<file path="config.mk">
export PLATFORM = sky130hd
export DESIGN_NAME = sd_interlace_framer
export DESIGN_NICKNAME = d
export VERILOG_FILES = /design/src/rtl/framer_pkg.sv /design/src/rtl/framer_ctrl.sv /design/src/rtl/framer_dp.sv /design/src/rtl/sd_interlace_framer.sv
export SDC_FILE = /design/constraint.sdc
export NUM_CORES = 1
export LEC_CHECK = 0
export BUFFER_PORTS_ARGS = -buffer_cell sky130_fd_sc_hd__buf_2
export CAP_MARGIN = 25
export CORE_ASPECT_RATIO = 1.2
export CORE_MARGIN = 3
export CORE_UTILIZATION = 45
export CTS_CLUSTER_SIZE = 20
export DETAILED_ROUTE_END_ITERATION = 8
export PLACE_DENSITY_LB_ADDON = 0.2
export SLEW_MARGIN = 20
export SYNTH_ARGS = -nofsm -noshare
export SYNTH_HDL_FRONTEND = slang
export SYNTH_SLANG_ARGS = --single-unit
</file>
<file path="constraint.sdc">
create_clock -name clk -period 3.92 [get_ports clk]
set_clock_uncertainty 0.1 [all_clocks]
set_input_delay 0 -clock clk [delete_from_list [all_inputs] [get_ports clk]]
set_output_delay 0 -clock clk [all_outputs]
set_load 0.02 [all_outputs]
</file>
<file path="src/rtl/framer_pkg.sv">
package framer_pkg;
  localparam int BYTE_W = 8;
  localparam logic [BYTE_W-1:0] CHROMA_BLACK = 8'h80;
  localparam logic [BYTE_W-1:0] LUMA_BLACK   = 8'h10;

  typedef struct packed {
    logic takeSrc;
    logic lumaPos;
    logic hBlank;
    logic vBlank;
    logic field2;
  } strobe_t;
endpackage

</file>
<file path="src/rtl/framer_ctrl.sv">
module framer_ctrl
  import framer_pkg::*;
#(
  parameter int ACTIVE_PIX = 720,
  parameter int MAX_FILL   = 255,
  parameter int LINE_W     = 10,
  parameter int HBLK_W     = 9,
  parameter int PIX_W      = $clog2(ACTIVE_PIX + 1),
  parameter int HCNT_W     = $clog2(2 * ACTIVE_PIX + (1 << HBLK_W))
) (
  input  logic              clk,
  input  logic              rstN,
  input  logic [HBLK_W-1:0] hBlankLen,
  input  logic [LINE_W-1:0] totalLines,
  input  logic [LINE_W-1:0] f1Start,
  input  logic [LINE_W-1:0] f1End,
  input  logic [LINE_W-1:0] f2Start,
  input  logic [LINE_W-1:0] f2End,
  input  logic [LINE_W-1:0] v1Start,
  input  logic [LINE_W-1:0] v1End,
  input  logic [LINE_W-1:0] v2Start,
  input  logic [LINE_W-1:0] v2End,
  input  logic [PIX_W-1:0]  srcWidth,
  output strobe_t           strobe
);
  localparam logic [HCNT_W-1:0] ACT_BYTES = HCNT_W'(2 * ACTIVE_PIX);
  localparam logic [PIX_W-1:0]  ACT_PIX   = PIX_W'(ACTIVE_PIX);
  localparam logic [PIX_W-1:0]  FILL_CAP  = PIX_W'(MAX_FILL);

  logic [HCNT_W-1:0] byteCnt;
  logic [LINE_W-1:0] lineCnt;
  logic              fieldHold;

  logic [PIX_W-1:0]  gapPix, fillPix;
  logic [HCNT_W-1:0] srcBytes;
  logic [HCNT_W:0]   lastByte;
  logic              lineDone, inV1, inV2, inF1, inF2, fieldNow;

  always_comb begin
    gapPix   = (srcWidth < ACT_PIX) ? (ACT_PIX - srcWidth) : '0;
    fillPix  = (gapPix > FILL_CAP) ? FILL_CAP : gapPix;
    srcBytes = ACT_BYTES - HCNT_W'({fillPix, 1'b0});
    lastByte = {1'b0, ACT_BYTES} + (HCNT_W+1)'(hBlankLen) - 1'b1;
    lineDone = ({1'b0, byteCnt} == lastByte);
    inV1     = (lineCnt >= v1Start) && (lineCnt <= v1End);
    inV2     = (lineCnt >= v2Start) && (lineCnt <= v2End);
    inF1     = (lineCnt >= f1Start) && (lineCnt <= f1End);
    inF2     = (lineCnt >= f2Start) && (lineCnt <= f2End);
    fieldNow = inF2 ? 1'b1 : (inF1 ? 1'b0 : fieldHold);
  end

  always_comb begin
    strobe.vBlank  = inV1 || inV2;
    strobe.hBlank  = (byteCnt >= ACT_BYTES);
    strobe.takeSrc = !strobe.vBlank && (byteCnt < srcBytes);
    strobe.lumaPos = byteCnt[0];
    strobe.field2  = fieldNow;
  end

  always_ff @(posedge clk) begin
    if (!rstN) begin
      byteCnt   <= '0;
      lineCnt   <= LINE_W'(1);
      fieldHold <= 1'b0;
    end else begin
      fieldHold <= fieldNow;
      if (lineDone) begin
        byteCnt <= '0;
        lineCnt <= (lineCnt >= totalLines) ? LINE_W'(1) : lineCnt + 1'b1;
      end else begin
        byteCnt <= byteCnt + 1'b1;
      end
    end
  end
endmodule

</file>
<file path="src/rtl/framer_dp.sv">
module framer_dp
  import framer_pkg::*;
(
  input  logic              clk,
  input  logic              rstN,
  input  strobe_t           strobe,
  input  logic [BYTE_W-1:0] inData,
  input  logic              inValid,
  output logic [BYTE_W-1:0] outData,
  output logic              fieldFlag,
  output logic              hBlankFlag,
  output logic              vBlankFlag
);
  logic [BYTE_W-1:0] blackByte;

  always_comb blackByte = strobe.lumaPos ? LUMA_BLACK : CHROMA_BLACK;

  always_ff @(posedge clk) begin
    if (!rstN) begin
      outData    <= CHROMA_BLACK;
      fieldFlag  <= 1'b0;
      hBlankFlag <= 1'b1;
      vBlankFlag <= 1'b0;
    end else begin
      outData    <= (strobe.takeSrc && inValid) ? inData : blackByte;
      fieldFlag  <= strobe.field2;
      hBlankFlag <= strobe.hBlank;
      vBlankFlag <= strobe.vBlank;
    end
  end
endmodule

</file>
<file path="src/rtl/sd_interlace_framer.sv">
module sd_interlace_framer
  import framer_pkg::*;
#(
  parameter int ACTIVE_PIX = 720,
  parameter int MAX_FILL   = 255,
  parameter int LINE_W     = 10,
  parameter int HBLK_W     = 9,
  parameter int PIX_W      = $clog2(ACTIVE_PIX + 1)
) (
  input  logic              clk,
  input  logic              rstN,
  input  logic [HBLK_W-1:0] hBlankLen,
  input  logic [LINE_W-1:0] totalLines,
  input  logic [LINE_W-1:0] f1Start,
  input  logic [LINE_W-1:0] f1End,
  input  logic [LINE_W-1:0] f2Start,
  input  logic [LINE_W-1:0] f2End,
  input  logic [LINE_W-1:0] v1Start,
  input  logic [LINE_W-1:0] v1End,
  input  logic [LINE_W-1:0] v2Start,
  input  logic [LINE_W-1:0] v2End,
  input  logic [PIX_W-1:0]  srcWidth,
  input  logic [7:0]        inData,
  input  logic              inValid,
  output logic              inReady,
  output logic [7:0]        outData,
  output logic              fieldFlag,
  output logic              hBlankFlag,
  output logic              vBlankFlag
);
  strobe_t strobe;

  framer_ctrl #(
    .ACTIVE_PIX(ACTIVE_PIX), .MAX_FILL(MAX_FILL), .LINE_W(LINE_W),
    .HBLK_W(HBLK_W), .PIX_W(PIX_W)
  ) ctrl_i (
    .clk(clk), .rstN(rstN), .hBlankLen(hBlankLen), .totalLines(totalLines),
    .f1Start(f1Start), .f1End(f1End), .f2Start(f2Start), .f2End(f2End),
    .v1Start(v1Start), .v1End(v1End), .v2Start(v2Start), .v2End(v2End),
    .srcWidth(srcWidth), .strobe(strobe)
  );

  framer_dp dp_i (
    .clk(clk), .rstN(rstN), .strobe(strobe), .inData(inData),
    .inValid(inValid), .outData(outData), .fieldFlag(fieldFlag),
    .hBlankFlag(hBlankFlag), .vBlankFlag(vBlankFlag)
  );

  assign inReady = strobe.takeSrc;
endmodule

</file>
==> results.cfg <==
[route]
routed_wl_um = 12200
post-route-drc-count = 0
routedWlPerCell_um = 14.1
routed-via-count = 4596
drt_pre_antenna_iters = 4
viasPerCell = 5.33
antenna_left = 0
dr.first_iter.drc_count = 134

[synth]
synth_edf_count = 0
ys_async_sr_fraction_pct = 0
yosysWarnings = 0
syn_area_per_cell_um2 = 7.71
yosysSeqAreaShare_pct = 14.3
synth_nets = 805
synthTopCellsByCount = inv_1, ha_1, nor2_1
yosysUniqueCellTypes = 62
syn_area_um2 = 4480
yosysMostFrequentCell = inv_1
netlist_instances = 581
synth_top_area_share_pct = 29.0
ys_ff_latch = 32
ys.flop_type = dfxtp_1
synth_top_cell_by_area = ha_1
synth.area.top_cells = ha_1, dfxtp_1, inv_1

[status]
status = complete, no violations

[critical_path]
worstPathRequired_ns = 3.98
cp.arrival_ns = 3.75
cp_max_fo = 5
worst-setup-path-type = primary input to flip-flop
worstRegToRegCells = 10
cp-start-kind = primary input
worstSetupEndpointType = flip-flop

[clock_network]
h-tree-depth = 2
numCtsBuffers = 5
clock_path_buffers = 2
clk_pin_slew_ns = 0.05
clkLatencyLatePin_ns = 0.27
clock-root-buffer = clkbuf_16
cts_sinks = 32
cts_tree = done

[grt]
grt-ovfl-total = 0
grt_max_degree = 19
first_global_vias = 4573
grt_pass1_wl_um = 19800
grt.total_usage_pct = 20.9
antenna_found_initial = 0

[placement]
place_ws_ns = -0.0948
gp_congestion = 0.915
port_buffers = 131
dp_hpwl_um = 9800

[die]
core_area_um2 = 9610
dieArea_um2 = 11200
rows = 39
die_w_um = 97.1
ios = 132
die_h_um = 115
start_util_pct = 46.6

[timing]
rsz0062_at_grt = true
min_period_over_period_pct = 94.2
timing.fmax_mhz = 271
min_period_ns = 3.69
maxSlewViolCount = 0
tightestPinTransition_ns = 0.651
setup_viol = 0
relSlewSlack_pct = 56.1
hold_viol_final = 0
fin_tns_setup_ns = 0
setup_slack_ns = 0.229

[cells_and_area]
area_delta_synth_final_pct = 26.3
n_antenna_cell = 0
nNetsFinal = 962
final_layout_size_suffix_gt1_share_pct = 23.4
fillers = 862

[hold_path]
hp-class = primary input to flip-flop
whs_path_depth = 5

[pwr]
peakVddDrop_mv = 0.158
p_leak_nw = 3.30
powerDensity_nw_per_um2 = 176

[flow_run]
maxCapViolations = 0
-- where the power goes --
group          switching [mW]  internal, mW
registers             0.00676         0.333
clock network           0.135         0.233
logic                   0.151         0.140
total                   0.292         0.707
-- worst paths after layout --
path	startpoint	to	slack, ns
max	srcWidth[1]	dp_i.outData[4]$_SDFF_PN0_	0.23
min reg2reg	dp_i.fieldFlag$_SDFFE_PN0P_	dp_i.fieldFlag$_SDFFE_PN0P_	0.37
max reg2reg	ctrl_i.lineCnt[0]$_SDFFE_PN1P_	dp_i.outData[7]$_SDFF_PN1_	0.92
min	f1End[0]	dp_i.fieldFlag$_SDFFE_PN0P_	0.18
-- state kept, by name (all words and copies together) (netlist names) --
signal / cells
dp_i.hBlankFlag: 1
dp_i.fieldFlag: 1
dp_i.outData: 8
ctrl_i.byteCnt: 11
ctrl_i.lineCnt: 10
dp_i.vBlankFlag: 1
-- through the flow --
step	util, %	area (µm²)	power (mW)	instances	hold slack [ns]
after floorplan	-	4480	0.501	581	0.0122
final	58.9	5660	0.998	862	0.183
after CTS	58.4	5610	1.00	861	0.196
after global routing	58.9	5660	1.06	862	0.288
after detailed placement	55.9	5370	0.624	843	0.123
after global placement	55.9	5370	0.613	843	0.120
-- placed cells by master, fill, tap and decap left out, types with 16 or more instances in the layout --
cell type / netlist / final
ha_1: 104 / 103
o21ai_0: 27 / 27
nor2_1: 40 / 40
dfxtp_1: 32 / 32
buf_4: 1 / 16
inv_1: 110 / 110
nand2_1: 22 / 22
buf_2: 3 / 131
xor2_1: 18 / 18
a21o_1: 26 / 26
nand3_1: 20 / 19
a21oi_1: 31 / 30
-- logic make-up after synthesis --
group | after synthesis | synth area share, %
flops | 32 | 14.3
xor+xnor | 30 | 5.86
mux | 1 | 0.223
simple gates | 148 | 17.9
fa+ha+maj | 104 | 29.0
buf+inv | 117 | 9.97
compound gates | 149 | 22.8
-- metal layers --
metal | vias up | global-route usage [%] | wire length (µm)
met4 | 0 | 5.06 | 155
met1 | 2083 | 23.0 | 4970
met5 | - | 0 | 0
met3 | 14 | 2.85 | 516
met2 | 113 | 42.0 | 6550
li1 | 2386 | - | -
-- cell type report --
| class | instances | area, µm² | share of cell area, % |
|---|---|---|---|
| Clock inverter | 3 | 18.8 | 0.331 |
| Tap cell | 123 | 154 | 2.72 |
| Sequential cell | 32 | 641 | 11.3 |
| Multi-Input combinational cell | 432 | 3430 | 60.7 |
| Timing Repair Buffer | 157 | 876 | 15.5 |
| Clock buffer | 5 | 125 | 2.21 |
| Inverter | 110 | 413 | 7.29 |
-- critical path: stages --
cell,delay [ns]
buf_2,0.10
buf_4,0.14
or4_1,0.59
nand2_1,0.12
o21ai_0,0.17
a211oi_1,0.25
o211a_1,0.25
nor4_1,0.07
a2111oi_1,0.36
a31oi_1,0.09
ha_1,0.31
a21o_1,0.18
a21o_1,0.18
a21oi_1,0.22
o221ai_2,0.16
nor2_1,0.25
a21oi_2,0.10
a41o_1,0.22
-- timing repair --
action | in CTS | in global routing
hold endpoints to repair | 10 | 0
hold buffers | 10 | 0
setup endpoints to repair | 0 | 9
resized for setup | 0 | 11
buffers inserted | 0 | 1
No activity file was read; power rests on OpenSTA's default activity.
